**config.mk**
```make
export PLATFORM = sky130hd
export DESIGN_NAME = i2c_bit_engine
export DESIGN_NICKNAME = d
export VERILOG_FILES = /design/src/rtl/i2cb_pkg.sv /design/src/rtl/i2cb_qtick.sv /design/src/rtl/i2cb_shreg.sv /design/src/rtl/i2cb_seq.sv /design/src/rtl/i2c_bit_engine.sv
export SDC_FILE = /design/constraint.sdc
export NUM_CORES = 1
export LEC_CHECK = 0
export ABC_AREA = 1
export BUFFER_PORTS_ARGS = -buffer_cell sky130_fd_sc_hd__buf_2
export CAP_MARGIN = 20
export CORE_ASPECT_RATIO = 1.75
export CORE_MARGIN = 8
export CORE_UTILIZATION = 25
export CTS_CLUSTER_DIAMETER = 100
export CTS_CLUSTER_SIZE = 8
export DETAILED_ROUTE_END_ITERATION = 10
export SYNTH_ARGS = -nofsm -noshare
export SYNTH_HDL_FRONTEND = slang
export SYNTH_HIERARCHICAL = 1
export SYNTH_SLANG_ARGS = --single-unit
```
**constraint.sdc**
```tcl
create_clock -name clk -period 8.4 [get_ports clk]
set_clock_uncertainty 0.1 [all_clocks]
set_input_delay 1.68 -clock clk [delete_from_list [all_inputs] [get_ports clk]]
set_output_delay 1.68 -clock clk [all_outputs]
set_load 0.01 [all_outputs]
```
**src/rtl/i2cb_pkg.sv**
```systemverilog
package i2cb_pkg;
    localparam logic [2:0] OP_START   = 3'd1;
    localparam logic [2:0] OP_STOP    = 3'd2;
    localparam logic [2:0] OP_WRITE   = 3'd3;
    localparam logic [2:0] OP_READ    = 3'd4;
    localparam logic [2:0] OP_RECOVER = 3'd5;

    localparam int BYTE_BITS      = 8;
    localparam int RECOVER_PULSES = 9;

    typedef enum logic [2:0] {
        ST_IDLE, ST_START, ST_STOP, ST_WBIT, ST_WACK, ST_RBIT, ST_RACK, ST_RCLK
    } phase_e;
endpackage

```
**src/rtl/i2cb_qtick.sv**
```systemverilog
module i2cb_qtick #(
    parameter int DIV_W = 16
) (
    input  logic             clk,
    input  logic             rst_n,
    input  logic             load,
    input  logic [DIV_W-1:0] div_in,
    input  logic             run,
    output logic             tick
);
    localparam logic [DIV_W-1:0] ONE = DIV_W'(1);

    logic [DIV_W-1:0] div_q;
    logic [DIV_W-1:0] cnt_q;

    assign tick = run && (cnt_q == div_q - ONE);

    always_ff @(posedge clk or negedge rst_n) begin
        if (!rst_n) begin
            div_q <= ONE;
            cnt_q <= '0;
        end else if (load) begin
            div_q <= (div_in == '0) ? ONE : div_in;
            cnt_q <= '0;
        end else if (run) begin
            cnt_q <= tick ? '0 : cnt_q + ONE;
        end
    end

    AST_CNT_BELOW_DIV: assert property (@(posedge clk) disable iff (!rst_n)
        cnt_q < div_q);
endmodule

```
**src/rtl/i2cb_shreg.sv**
```systemverilog
module i2cb_shreg #(
    parameter int W = 8
) (
    input  logic         clk,
    input  logic         rst_n,
    input  logic         load,
    input  logic [W-1:0] load_val,
    input  logic         shift_en,
    input  logic         bit_in,
    input  logic         capture,
    output logic         msb,
    output logic [W-1:0] rx_q
);
    logic [W-1:0] sh_q;

    assign msb = sh_q[W-1];

    always_ff @(posedge clk or negedge rst_n) begin
        if (!rst_n) begin
            sh_q <= '0;
            rx_q <= '0;
        end else begin
            if (load)          sh_q <= load_val;
            else if (shift_en) sh_q <= {sh_q[W-2:0], bit_in};
            if (capture)       rx_q <= sh_q;
        end
    end

    AST_LOAD_SHIFT_EXCL: assert property (@(posedge clk) disable iff (!rst_n)
        !(load && shift_en));
endmodule

```
**src/rtl/i2cb_seq.sv**
```systemverilog
module i2cb_seq
    import i2cb_pkg::*;
(
    input  logic       clk,
    input  logic       rst_n,
    input  logic       cmd_valid,
    input  logic [2:0] cmd_op,
    input  logic       cmd_nack,
    input  logic       tick,
    input  logic       tx_msb,
    input  logic       sda_in,
    output logic       take,
    output logic       busy,
    output logic       done_q,
    output logic       scl_q,
    output logic       pull_q,
    output logic       ack_q,
    output logic       shift_en,
    output logic       capture
);
    localparam int BW = $clog2(RECOVER_PULSES + 1);
    localparam logic [BW-1:0] LAST_BIT   = BW'(BYTE_BITS - 1);
    localparam logic [BW-1:0] LAST_PULSE = BW'(RECOVER_PULSES - 1);
    localparam logic [2:0] Q_BIT_END    = 3'd3;
    localparam logic [2:0] Q_ACK_SAMPLE = 3'd3;
    localparam logic [2:0] Q_ACK_END    = 3'd4;
    localparam logic [2:0] Q_RD_SAMPLE  = 3'd1;
    localparam logic [2:0] Q_RD_END     = 3'd2;

    phase_e        st_q, nxt_st;
    logic [2:0]    q_q, nxt_q;
    logic [BW-1:0] b_q, nxt_b;
    logic [2:0]    op_q;
    logic          nack_q;
    logic          advance, finish, sample_ack;

    assign busy = (st_q != ST_IDLE);

    always_comb begin
        nxt_st = st_q;
        nxt_q = q_q;
        nxt_b = b_q;
        advance = 1'b0;
        finish = 1'b0;
        take = 1'b0;
        shift_en = 1'b0;
        capture = 1'b0;
        sample_ack = 1'b0;
        unique case (st_q)
            ST_IDLE: begin
                if (cmd_valid) begin
                    take = 1'b1;
                    advance = 1'b1;
                    nxt_q = '0;
                    nxt_b = '0;
                    unique case (cmd_op)
                        OP_START:   nxt_st = ST_START;
                        OP_STOP:    nxt_st = ST_STOP;
                        OP_WRITE:   nxt_st = ST_WBIT;
                        OP_READ:    nxt_st = ST_RBIT;
                        OP_RECOVER: nxt_st = ST_RCLK;
                        default: begin
                            take = 1'b0;
                            advance = 1'b0;
                        end
                    endcase
                end
            end
            ST_START, ST_STOP: begin
                if (tick) begin
                    if (q_q == Q_BIT_END) finish = 1'b1;
                    else begin
                        advance = 1'b1;
                        nxt_q = q_q + 3'd1;
                    end
                end
            end
            ST_WBIT: begin
                if (tick) begin
                    advance = 1'b1;
                    if (q_q == Q_BIT_END) begin
                        shift_en = 1'b1;
                        nxt_q = '0;
                        if (b_q == LAST_BIT) nxt_st = ST_WACK;
                        else nxt_b = b_q + 1'b1;
                    end else begin
                        nxt_q = q_q + 3'd1;
                    end
                end
            end
            ST_WACK, ST_RACK: begin
                if (tick) begin
                    if (st_q == ST_WACK && q_q == Q_ACK_SAMPLE) sample_ack = 1'b1;
                    if (q_q == Q_ACK_END) finish = 1'b1;
                    else begin
                        advance = 1'b1;
                        nxt_q = q_q + 3'd1;
                    end
                end
            end
            ST_RBIT: begin
                if (tick) begin
                    advance = 1'b1;
                    if (q_q == Q_RD_SAMPLE) shift_en = 1'b1;
                    if (q_q == Q_RD_END) begin
                        nxt_q = '0;
                        if (b_q == LAST_BIT) begin
                            nxt_st = ST_RACK;
                            capture = 1'b1;
                        end else begin
                            nxt_b = b_q + 1'b1;
                        end
                    end else begin
                        nxt_q = q_q + 3'd1;
                    end
                end
            end
            ST_RCLK: begin
                if (tick) begin
                    advance = 1'b1;
                    if (q_q == Q_BIT_END) begin
                        nxt_q = '0;
                        if (b_q == LAST_PULSE) nxt_st = ST_STOP;
                        else nxt_b = b_q + 1'b1;
                    end else begin
                        nxt_q = q_q + 3'd1;
                    end
                end
            end
        endcase
        if (finish) nxt_st = ST_IDLE;
    end

    // State register
    always_ff @(posedge clk or negedge rst_n) begin
        if (!rst_n) begin
            st_q <= ST_IDLE;
            q_q <= '0;
            b_q <= '0;
            op_q <= '0;
            nack_q <= 1'b0;
        end else begin
            st_q <= nxt_st;
            q_q <= nxt_q;
            b_q <= nxt_b;
            if (take) begin
                op_q <= cmd_op;
                nack_q <= cmd_nack;
            end
        end
    end

    // Line levels set on entry to each quarter
    always_ff @(posedge clk or negedge rst_n) begin
        if (!rst_n) begin
            scl_q <= 1'b1;
            pull_q <= 1'b0;
            ack_q <= 1'b1;
            done_q <= 1'b0;
        end else begin
            done_q <= finish;
            if (sample_ack) ack_q <= sda_in;
            if (advance) begin
                unique case (nxt_st)
                    ST_IDLE: ;
                    ST_START: begin
                        case (nxt_q)
                            3'd1: pull_q <= 1'b0;
                            3'd2: scl_q <= 1'b1;
                            3'd3: pull_q <= 1'b1;
                            default: ;
                        endcase
                    end
                    ST_STOP: begin
                        case (nxt_q)
                            3'd0: scl_q <= 1'b0;
                            3'd1: pull_q <= 1'b1;
                            3'd2: scl_q <= 1'b1;
                            3'd3: pull_q <= 1'b0;
                            default: ;
                        endcase
                    end
                    ST_WBIT: begin
                        case (nxt_q)
                            3'd0: scl_q <= 1'b0;
                            3'd1: pull_q <= ~tx_msb;
                            3'd2: scl_q <= 1'b1;
                            default: ;
                        endcase
                    end
                    ST_WACK: begin
                        case (nxt_q)
                            3'd0: scl_q <= 1'b0;
                            3'd1: pull_q <= 1'b0;
                            3'd2: scl_q <= 1'b1;
                            3'd4: scl_q <= 1'b0;
                            default: ;
                        endcase
                    end
                    ST_RBIT: begin
                        case (nxt_q)
                            3'd0: begin
                                scl_q <= 1'b0;
                                pull_q <= 1'b0;
                            end
                            3'd1: scl_q <= 1'b1;
                            default: ;
                        endcase
                    end
                    ST_RACK: begin
                        case (nxt_q)
                            3'd0: scl_q <= 1'b0;
                            3'd1: pull_q <= ~nack_q;
                            3'd2: scl_q <= 1'b1;
                            3'd4: scl_q <= 1'b0;
                            default: ;
                        endcase
                    end
                    ST_RCLK: begin
                        case (nxt_q)
                            3'd0: begin
                                scl_q <= 1'b0;
                                pull_q <= 1'b0;
                            end
                            3'd2: scl_q <= 1'b1;
                            default: ;
                        endcase
                    end
                endcase
            end
        end
    end

    AST_LEVELS_HOLD: assert property (@(posedge clk) disable iff (!rst_n)
        !advance |=> ($stable(scl_q) && $stable(pull_q)));
    AST_WRITE_SDA_SCL_LOW: assert property (@(posedge clk) disable iff (!rst_n)
        (st_q == ST_WBIT && !$stable(pull_q)) |-> !scl_q);
    AST_STOP_ENDS_RELEASED: assert property (@(posedge clk) disable iff (!rst_n)
        (done_q && (op_q == OP_STOP || op_q == OP_RECOVER)) |-> (scl_q && !pull_q));
    AST_BUSY_IGNORED: assert property (@(posedge clk) disable iff (!rst_n)
        busy |=> $stable(op_q));
    AST_DONE_PULSE: assert property (@(posedge clk) disable iff (!rst_n)
        done_q |=> !done_q);
    AST_DONE_AFTER_BUSY: assert property (@(posedge clk) disable iff (!rst_n)
        $rose(done_q) |-> $fell(busy));
endmodule

```
**src/rtl/i2c_bit_engine.sv**
```systemverilog
module i2c_bit_engine
    import i2cb_pkg::*;
#(
    parameter int DIV_W = 16
) (
    input  logic             clk,
    input  logic             rst_n,
    input  logic             cmd_valid,
    input  logic [2:0]       cmd_op,
    input  logic [7:0]       cmd_wdata,
    input  logic             cmd_nack,
    input  logic [DIV_W-1:0] quarter_div,
    input  logic             sda_in,
    output logic             scl_out,
    output logic             sda_pull,
    output logic             busy,
    output logic             done,
    output logic [7:0]       rx_byte,
    output logic             ack_level
);
    logic take, tick, tx_msb, shift_en, capture;

    i2cb_qtick #(.DIV_W(DIV_W)) u_tick (
        .clk(clk), .rst_n(rst_n), .load(take), .div_in(quarter_div),
        .run(busy), .tick(tick)
    );

    i2cb_shreg #(.W(BYTE_BITS)) u_shreg (
        .clk(clk), .rst_n(rst_n), .load(take), .load_val(cmd_wdata),
        .shift_en(shift_en), .bit_in(sda_in), .capture(capture),
        .msb(tx_msb), .rx_q(rx_byte)
    );

    i2cb_seq u_seq (
        .clk(clk), .rst_n(rst_n), .cmd_valid(cmd_valid), .cmd_op(cmd_op),
        .cmd_nack(cmd_nack), .tick(tick), .tx_msb(tx_msb), .sda_in(sda_in),
        .take(take), .busy(busy), .done_q(done), .scl_q(scl_out),
        .pull_q(sda_pull), .ack_q(ack_level), .shift_en(shift_en),
        .capture(capture)
    );
endmodule

```
== Yosys cells after proc, flatten, opt, wreduce, memory -nomap -nowiden ==
Index checks and enable logic that the tools add are counted.

* Bits in registers: 63
* Bits of input ports: 32
* Output and inout bits: 13
* Word-level logic and storage cells: 164

* Add/sub/neg operators: 4
* Equality and inequality tests: 48
* Muxes and demuxes: 75
* Bitwise logic cells: 2
* Reduce and logical (&&, ||, !) cells: 23

{| class="wikitable"
|+ Operators with widths
! cell !! number
|-
| $mux 16 || 4
|-
| $mux 3 || 20
|-
| $eq 3x3->1 const B || 12
|-
| $mux 4 || 9
|-
| $eq 3x2->1 const B || 10
|-
| $pmux 3 s5 || 2
|-
| $mux 1 || 26
|-
| $add 16x1->16 const B || 1
|-
| $eq 16x16->1 || 1
|-
| $logic_not 16->1 || 1
|-
| $mux 8 || 2
|-
| $ne 2x1->1 const B || 8
|-
| $pmux 4 s4 || 1
|-
| $sub 16x1->16 const B || 1
|-
| $eq 3x1->1 const B || 5
|-
| $ne 3x1->1 const B || 5
|-
| $pmux 1 s2 || 7
|-
| $pmux 3 s4 || 1
|-
| $reduce_or 2->1 || 6
|-
| $ne 2x2->1 const B || 5
|-
| $reduce_and 9->1 || 1
|-
| $pmux 1 s4 || 2
|-
| $reduce_and 8->1 || 1
|-
| $reduce_bool 4->1 || 2
|-
| 14 further kinds || 19
|}

== Longest topological paths before layout ==
Gate-level depths: netlist (run 1).

* Word-level depth: 10
* Mapped depth: 32
* Mapped depth without buffers: 30

== By module ==
The synthesis (run 1) kept the hierarchy.

{| class="wikitable"
|+ By module, submodules not included
! module !! instances !! cells each !! area an instance (um^2) !! sequential area each (um^2)
|-
| i2cb_qtick || 1 || 365 || 2401.1 || 802.0
|-
| i2cb_seq || 1 || 263 || 1659.1 || 377.9
|-
| i2cb_shreg || 1 || 77 || 694.4 || 400.4
|}

== Least setup slack after synthesis (run 1) ==
No wires, ideal clock.

* Path kind: register -> register
* Start: register u_tick.div_q[0]
* End: register u_seq.pull_q
* Setup time: 0.117 ns
* Arrival: 3.144 ns
* Required time: 8.183 ns
* Slack: 5.040 ns
* Cell stages (with the launch flop): 29
* Period minus slack after synthesis: 3.360 ns
* Cell sequence: dfstp_2 inv_1 ha_1 nand2_1 nand2_1 nor3_1 nand2_1 nor2_1 nand2_1 nor2_2 nand3_4 buf_6 inv_2 clkbuf_2 inv_1 nor2_1 nand2_1 nand2_1 nand2_1 nor2_2 nand2_1 nand2_4 nor2_2 nand2_1 nand2_1 nor2_1 nand2_1 nand2_1 nand2_1

* Word-level cells in the longest chain between the ends: 10

{| class="wikitable"
|+ RTL lines
! what !! line !! RTL
|-
| start, declared || i2cb_qtick.sv:13 || <nowiki>logic [DIV_W-1:0] div_q;</nowiki>
|-
| start signal, assigned || i2cb_qtick.sv:23 || <nowiki>div_q <= (div_in == '0) ? ONE : div_in;</nowiki>
|-
| $sub 16x1->16 * || i2cb_qtick.sv:16 || <nowiki>assign tick = run && (cnt_q == div_q - ONE);</nowiki>
|-
| $eq 16x16->1 * || i2cb_qtick.sv:16 ||
|-
| $logic_and 1x1->1 * || i2cb_qtick.sv:16 ||
|-
| net tick || i2c_bit_engine.sv:21 || <nowiki>logic take, tick, tx_msb, shift_en, capture;</nowiki>
|-
| $mux 3 (tied with other cells) || i2cb_seq.sv:119 || <nowiki>if (tick) begin</nowiki>
|-
| $pmux 3 s4 / $pmux 1 s2 (equally long branches) || i2cb_seq.sv:49 || <nowiki>unique case (st_q)</nowiki>
|-
| $mux 3 || i2cb_seq.sv:131 || <nowiki>if (finish) nxt_st = ST_IDLE;</nowiki>
|-
| $eq 3x3->1 || i2cb_seq.sv:164 || <nowiki>unique case (nxt_st)</nowiki>
|-
| $reduce_or 2->1 (no source line) || - ||
|-
| $reduce_bool 6->1 (no source line) / $ne 2x1->1 (equally long branches) || - ||
|-
| $reduce_and 8->1 (no source line) || - ||
|-
| end signal, assigned || i2cb_seq.sv:186 || <nowiki>3'd1: pull_q <= ~tx_msb;</nowiki>
|-
| end signal, assigned || i2cb_seq.sv:213 || <nowiki>3'd1: pull_q <= ~nack_q;</nowiki>
|-
| end, declared || i2cb_seq.sv:16 || <nowiki>output logic pull_q,</nowiki>
|}

Mark *: on every way through the listed nets, which the timed path passes. The rest lies on a longest branch.
A chain may end at the register's enable or synchronous reset.

== Worst setup path in the final report (run 1) ==
Ends and elaborated chain as after synthesis.

==> results of run 1 <==
## final cells by class
type / count / area (sq um)
clock buffer: 9 / 225.2
tap: 241 / 301.5
sequential: 63 / 1580
inverter: 91 / 341.6
fill: 2162 / 13390
clock inverter: 7 / 103.9
timing repair buffer: 48 / 250.2
multi-input combinational: 538 / 2754
## critical path, cell delays in order, from the launching register on
cell     delay (ns)
dfstp_2        0.54
inv_1          0.07
ha_1           0.30
nand2_1        0.07
nand2_1        0.05
nor3_1         0.27
nand2_1        0.09
nor2_1         0.15
nand2_1        0.08
nor2_2         0.13
nand3_4        0.24
inv_2          0.30
inv_1          0.20
nor2_1         0.22
nand2_1        0.07
nand2_1        0.06
nand2_1        0.06
nor2_2         0.15
nand2_1        0.11
nand2_4        0.12
nor2_2         0.06
nand2_1        0.06
nand2_1        0.05
nor2_1         0.18
nand2_1        0.09
nand2_1        0.06
nand2_1        0.04
## worst paths after layout
kind,end,slack (ns)
max reg2reg,u_seq/pull_q$_DFFE_PN0P_,4.37
max,u_seq/pull_q$_DFFE_PN0P_,4.37
max in group asynchronous,u_seq/pull_q$_DFFE_PN0P_,6.21
min in group asynchronous,u_tick/div_q[13]$_DFFE_PN0P_,1.42
min reg2reg,u_seq/scl_q$_DFFE_PN1P_,0.36
min,u_seq/scl_q$_DFFE_PN1P_,0.36
## state kept, by name, summed over array words and instances (netlist names)
name          flops
u_seq/st_q        3
u_tick/div_q     16
u_shreg/sh_q      8
u_seq/pull_q      1
u_shreg/rx_q      8
u_seq/ack_q       1
u_seq/q_q         3
u_tick/cnt_q     16
u_seq/done_q      1
u_seq/nack_q      1
u_seq/scl_q       1
u_seq/b_q         4
## report_power, final
group	leakage [nW]	switching (mW)	internal, mW
sequential	0.767	0.000133	0.304
combinational	1.92	0.0129	0.00736
clock	0.161	0.150	0.263
total	2.85	0.163	0.575
## synth_stat cells (5+ instances only)
library cell	n	area, sq um
o21ai_0	34	170.2
xor2_1	10	87.58
nand3_2	6	60.06
inv_2	7	26.28
inv_1	83	311.6
nand3b_1	5	37.54
nand3_1	72	360.4
clkbuf_1	5	18.77
nor2_2	17	106.4
nand2_1	220	825.8
nand4_1	12	75.07
nor3_1	5	25.02
nor2_1	66	247.7
dfrtp_1	60	1501
nand2_2	23	143.9
a21oi_1	18	90.09
ha_1	13	162.7
## logic make-up after synthesis
kind of cell / count (synthesis) / synth area share
flops: 63 / 0.3324
simple gates: 440 / 0.4308
xor+xnor: 14 / 0.02579
fa+ha+maj: 13 / 0.03421
mux: 2 / 0.004737
compound gates: 69 / 0.08211
buf+inv: 104 / 0.09000
## metal layers
metal	GRT usage	part of all wire
met1	0.1172	0.41
met4	0.05860	0.032
met3	0.01876	0.027
met5	0	0
met2	0.2052	0.54
==> run metrics, run 1 <==
Max Slew Vio Count=0; Vias/cell=4.558; Initial Utilization=0.2510; commonest cells after routing, fill and taps aside=nand2_1 (220), inv_1 (83), nand3_1 (72), nor2_1 (66), dfrtp_1 (60); Core Region=18950 sq um; Port Buffer Count=44; Post-Route WL=12.72 mm; Max Clk Rate=around 0.25 GHz; GR Overflow Total=0; Hold Startpoint=u_seq/scl_q$_DFFE_PN1P_; Final ANT Viol Nets=0; maximum VDD drop=0.07191 mV; via count=approximately 4500; die area=23860 sq um; final setup fails=0; crit path launch type=flop; number of I/O pins=45; postcts setup bufs=0; Main synth FF type=dfrtp_1; period utilization=0.4793; Die W=roughly 120 um; Setup crit start=u_tick/div_q[0]$_DFFE_PN1P_; nets=796; Rel. slew slack=0.4344; status=complete, no violations; worst setup margin=4.374 ns; CTS root buf=clkbuf_16; Netlist cell types=41; clock sink count=63; Static Leak=between 2 and 3 nW; Die Ht=198.4 um; Final Critical Period=roughly 4 ns; share of layout cells above drive strength 1=0.1799; most common cell after layout, fill and taps aside=nand2_1; H-tree depth=3; diode count=0; Setup TNS=0 ns; Fin. Hold Viols=0; Syn. warnings=6; hold depth=2; first-pass GRT wire length=21.47 mm; reg2reg path depth=26; Worst Path Max Fanout=16; Core Util, Final=0.2933; HPWL Detailed=approximately 9.9 mm; overall power=0.7380 mW; CTS Buffer Depth=2; Syn Std Cell Area=about 4800 sq um; largest net degree at the start of global routing=64; Worst R2R Start=u_tick/div_q[0]$_DFFE_PN1P_; hold slack final=between 0.3 and 0.4 ns; unrepaired setup endpoints after global routing=no; post-cts sizing count=0; number of synthesized register bits=between 60 and 70; post-route cell area=5557 sq um; aggregate global-route resource usage=0.1110; per-cell routed wire length=~13 um; # placed instances=around 980; TritonRoute pass-1 iters=4; WP data required=8.52 ns; number of synthesized flops with an enable pin=0; Finished Layout Cells=approximately 1000; area added between synthesis and finish=16.87%; # Max-Cap Violations=0; Clk pin slew, worst setup/hold paths=0.06 ns; Final Wtd Congestion=0.8487; cts bufs inserted=9; Hold-fix buffers, CTS=0; Synth Area per Inst=6.744 sq um; Worst Max-Slew Pin Slew=0.8484 ns; DRC=0; Synth Instances=705; Post-Place Setup Slack=4.350 ns; Crit Path Class=flop to flop; sequential share of the synthesized area=0.3324; Worst Hold Class=flop to flop; Pwr Density=132.8 nW/um^2; CTS tree=yes; WP data arrival=4.15 ns; Clock Latency Late Sink=0.33 ns; Area after DPL=5228 sq um; syn nets=750; Worst setup EP type=flop; number of cell rows=67; number of antenna violations at the first check in global routing=0; vias in the first global route=4540; Async SR Flop Fraction=1.000; DRT iter0 DRCs=245
Note: power is estimated with default switching activity, not from simulation.
==> run 2: changes to the inputs <==
--- a/config.mk
+++ b/config.mk
@@ -5,7 +5,7 @@
 export SDC_FILE = /design/constraint.sdc
 export NUM_CORES = 1
 export LEC_CHECK = 0
-export ABC_AREA = 1
+export ABC_AREA = 0
 export BUFFER_PORTS_ARGS = -buffer_cell sky130_fd_sc_hd__buf_2
 export CAP_MARGIN = 20
 export CORE_ASPECT_RATIO = 1.75
==> constraint.sdc (replaced) <==
create_clock -name clk -period 3.5 [get_ports clk]
set_clock_uncertainty 0.1 [all_clocks]
set_input_delay 0.7 -clock clk [delete_from_list [all_inputs] [get_ports clk]]
set_output_delay 0.7 -clock clk [all_outputs]
set_load 0.01 [all_outputs]
==> run 2 against run 1 <==
The flow now finishes with violations (setup timing). Global-route usage grew 0.63 points. Synthesized cell count shrank 36%. Maximum frequency grew 2.3%. Combinational power grew to 27 times the previous value. Die area shrank 7.6%. Clock power grew 95%. Critical path depth shrank 9. Power grew to 3.0 times the previous value. Routed wire length shrank 3.8%. Area after synthesis shrank 8.5%. Largest power group is now registers.
==> run metrics, run 2 <==
Final Wtd Congestion=0.9068; GR Overflow Total=0; Die W=115.7 um; Fin. Hold Viols=0; postcts setup bufs=0; Post-Place Setup Slack=-0.5411 ns; Worst Path Max Fanout=11; largest delay contributor family on the critical path=simple AND/OR/NAND/NOR gates; simple-gate share of the synthesized area=0.2033; biggest area consumer among synthesized cells=dfrtp_1; clock sink count=63; commonest cells after routing, fill and taps aside=buf_4 (70), dfrtp_1 (59), buf_2 (44), nand2_1 (30), inv_1 (27); Synth Area in Compound Gates=0.1642; fillcell total=1852; share of layout cells above drive strength 1=0.3774; number of antenna violations at the first check in global routing=0; Worst Max-Slew Pin Slew=~0.71 ns; CP max-delay cell=or4_4; Port Buffer Count=44; Multi-input gate area=2591 sq um; aggregate global-route resource usage=0.1173; first-pass GRT wire length=20.02 mm; WP data arrival=4.10 ns; Syn. warnings=6; multiplexer share of the synthesized area=0.09661; Setup TNS=-0.8645 ns; vias in the first global route=3991; cts bufs inserted=9; Worst Hold Class=input port to asynchronous set/reset pin; period utilization=1.124; Max Slew Vio Count=0; Synth area leaders=dfrtp_1 (35%), mux2_2 (3.9%), xnor2_1 (3.8%), ha_1 (3.7%), xor2_1 (3.4%); DRC=0; diode count=0; Post-synth top cells=dfrtp_1 (60), nand2_1 (30), inv_1 (28); worst setup margin=-0.4345 ns; Core Region=17300 sq um; unrepaired setup endpoints after global routing=yes; Syn Std Cell Area=4352 sq um; maximum VDD drop=0.2329 mV; Synth Area per Inst=9.670 sq um; Main synth FF type=dfrtp_1; largest net degree at the start of global routing=45; WP data required=between 3 and 4 ns; number of synthesized register bits=63; share of the synthesized area in the top cell type=0.3450; crit path launch type=flop; syn nets=495; Async SR Flop Fraction=1.000; DRT iter0 DRCs=98; Die Ht=between 150 and 200 um; Pwr Density=389.1 nW/um^2; number of cell rows=64; per-cell routed wire length=15.34 um; sequential share of the synthesized area=0.3631; Rel. slew slack=0.5191; Final ANT Viol Nets=0; CTS root buf=clkbuf_16; Final Critical Period=~4 ns; FF/Latch Area=1582 sq um; CTS Buffer Depth=2; biggest regs=u_tick/cnt_q: 16 flops, u_tick/div_q: 16 flops; critical path's most frequent cell=inv_2; Hold-fix buffers, CTS=0; Clock Latency Late Sink=0.33 ns; most common cell after layout, fill and taps aside=buf_4; Max Clk Rate=0.2542 GHz; status=finished with violations; Post-Route WL=about 12 mm; max incr delay on CP=0.44 ns; HPWL Detailed=9.754 mm; area added between synthesis and finish=31.57%; failing checks=setup timing; Static Leak=2.538 nW; number of I/O pins=45; Initial Utilization=0.2516; nets=607; largest family of logic cells by synthesized area=simple AND/OR/NAND/NOR gates; Crit Path Class=flop to flop; Worst setup EP type=flop; Post-Synth Adder-Cell Area=0.03738; H-tree depth=3; post-synthesis xor/xnor area fraction=0.07246; Netlist cell types=80; TritonRoute pass-1 iters=4; Clk pin slew, worst setup/hold paths=0.05 ns; Synth Instances=450; CP Buf/Inv Count=5; # Max-Cap Violations=0; number of synthesized flops with an enable pin=0; most frequent cell after synthesis=dfrtp_1; final setup fails=2; Vias/cell=4.690; die area=approximately 22000 sq um; CTS tree=yes; hold slack final=approximately 0.21 ns; critical path, cell by cell=buf_6 > nor4_4 > nand2_2 > or4_4 > a2111oi_4 > nand4_2 > inv_2 > buf_12 > a21oi_1 > a311oi_1 > buf_4 > o211a_1 > inv_2 > or2_1 > and4b_2 > nor4b_4 > mux2i_1; via count=3743
-- run 2: logic make-up after synthesis --
group / after synthesis
fa+ha+maj: 13
compound gates: 99
xor+xnor: 36
buf+inv: 53
mux: 36
simple gates: 150
flops: 63
-- run 2: final cells by class --
| class | instances | area share |
|---|---|---|
| sequential | 63 | 0.2762 |
| inverter | 32 | 0.02185 |
| tap | 231 | 0.05048 |
| clock buffer | 11 | 0.04065 |
| multi-input combinational | 334 | 0.4526 |
| clock inverter | 5 | 0.006119 |
| timing repair buffer | 122 | 0.1521 |
-- run 2: report_power, final --
part           switching, mW  leakage, nW  internal (mW)
clock network          0.330        0.129          0.479
registers             0.0695        0.774          0.798
logic                  0.277         1.64          0.274
-- run 2: stage by stage --
| step | power [mW] | area [sq um] | util | instances |
|---|---|---|---|---|
| detailed placement | 1.424 | 5378 | 0.3109 | 781 |
| finish | 2.228 | 5725 | 0.3310 | 798 |
| global route | 2.359 | 5725 | 0.3310 | 798 |
| floorplan | 1.175 | 4395 | - | 450 |
| global placement | 1.421 | 5378 | 0.3109 | 781 |
| CTS | 2.255 | 5674 | 0.3281 | 797 |
-- run 2: final timing paths --
kind                            cells after the start                           to                         from  slack, ns
worst max-delay path                               17      u_seq/scl_q$_DFFE_PN1P_  u_tick/div_q[0]$_DFFE_PN1P_      -0.43
worst min register to register                      2      u_seq/scl_q$_DFFE_PN1P_      u_seq/scl_q$_DFFE_PN1P_       0.40
worst max register to register                     17      u_seq/scl_q$_DFFE_PN1P_  u_tick/div_q[0]$_DFFE_PN1P_      -0.43
min in group clk                                    2      u_seq/scl_q$_DFFE_PN1P_      u_seq/scl_q$_DFFE_PN1P_       0.40
max in group asynchronous                           2      u_seq/ack_q$_DFFE_PN1P_                        rst_n       2.52
worst min-delay path                                1  u_tick/div_q[8]$_DFFE_PN0P_                        rst_n       0.21
-- run 2: routing by layer --
metal	wire length [um]	up-vias	global-route usage	share of wire
li1	-	1838	-	-
met3	332	23	0.02220	0.027
met5	0	-	0	0
met2	7271	62	0.2337	0.59
met1	4307	1820	0.1121	0.35
met4	327	0	0.04616	0.027
-- run 2: worst reg2reg max path: stages, from the launching register on --
cell	delay, ns
dfstp_2	0.38
buf_6	0.12
nor4_4	0.34
nand2_2	0.10
or4_4	0.44
a2111oi_4	0.31
nand4_2	0.15
inv_2	0.10
buf_12	0.12
a21oi_1	0.05
a311oi_1	0.28
buf_4	0.18
o211a_1	0.17
inv_2	0.05
or2_1	0.27
and4b_2	0.27
nor4b_4	0.23
mux2i_1	0.21
-- run 2: what timing repair did --
item | in CTS | in global routing
gates resized for setup | 6 | 8
pin swaps | 3 | 3
setup endpoints to repair | 2 | 5
endpoints found under the hold margin | 0 | 0
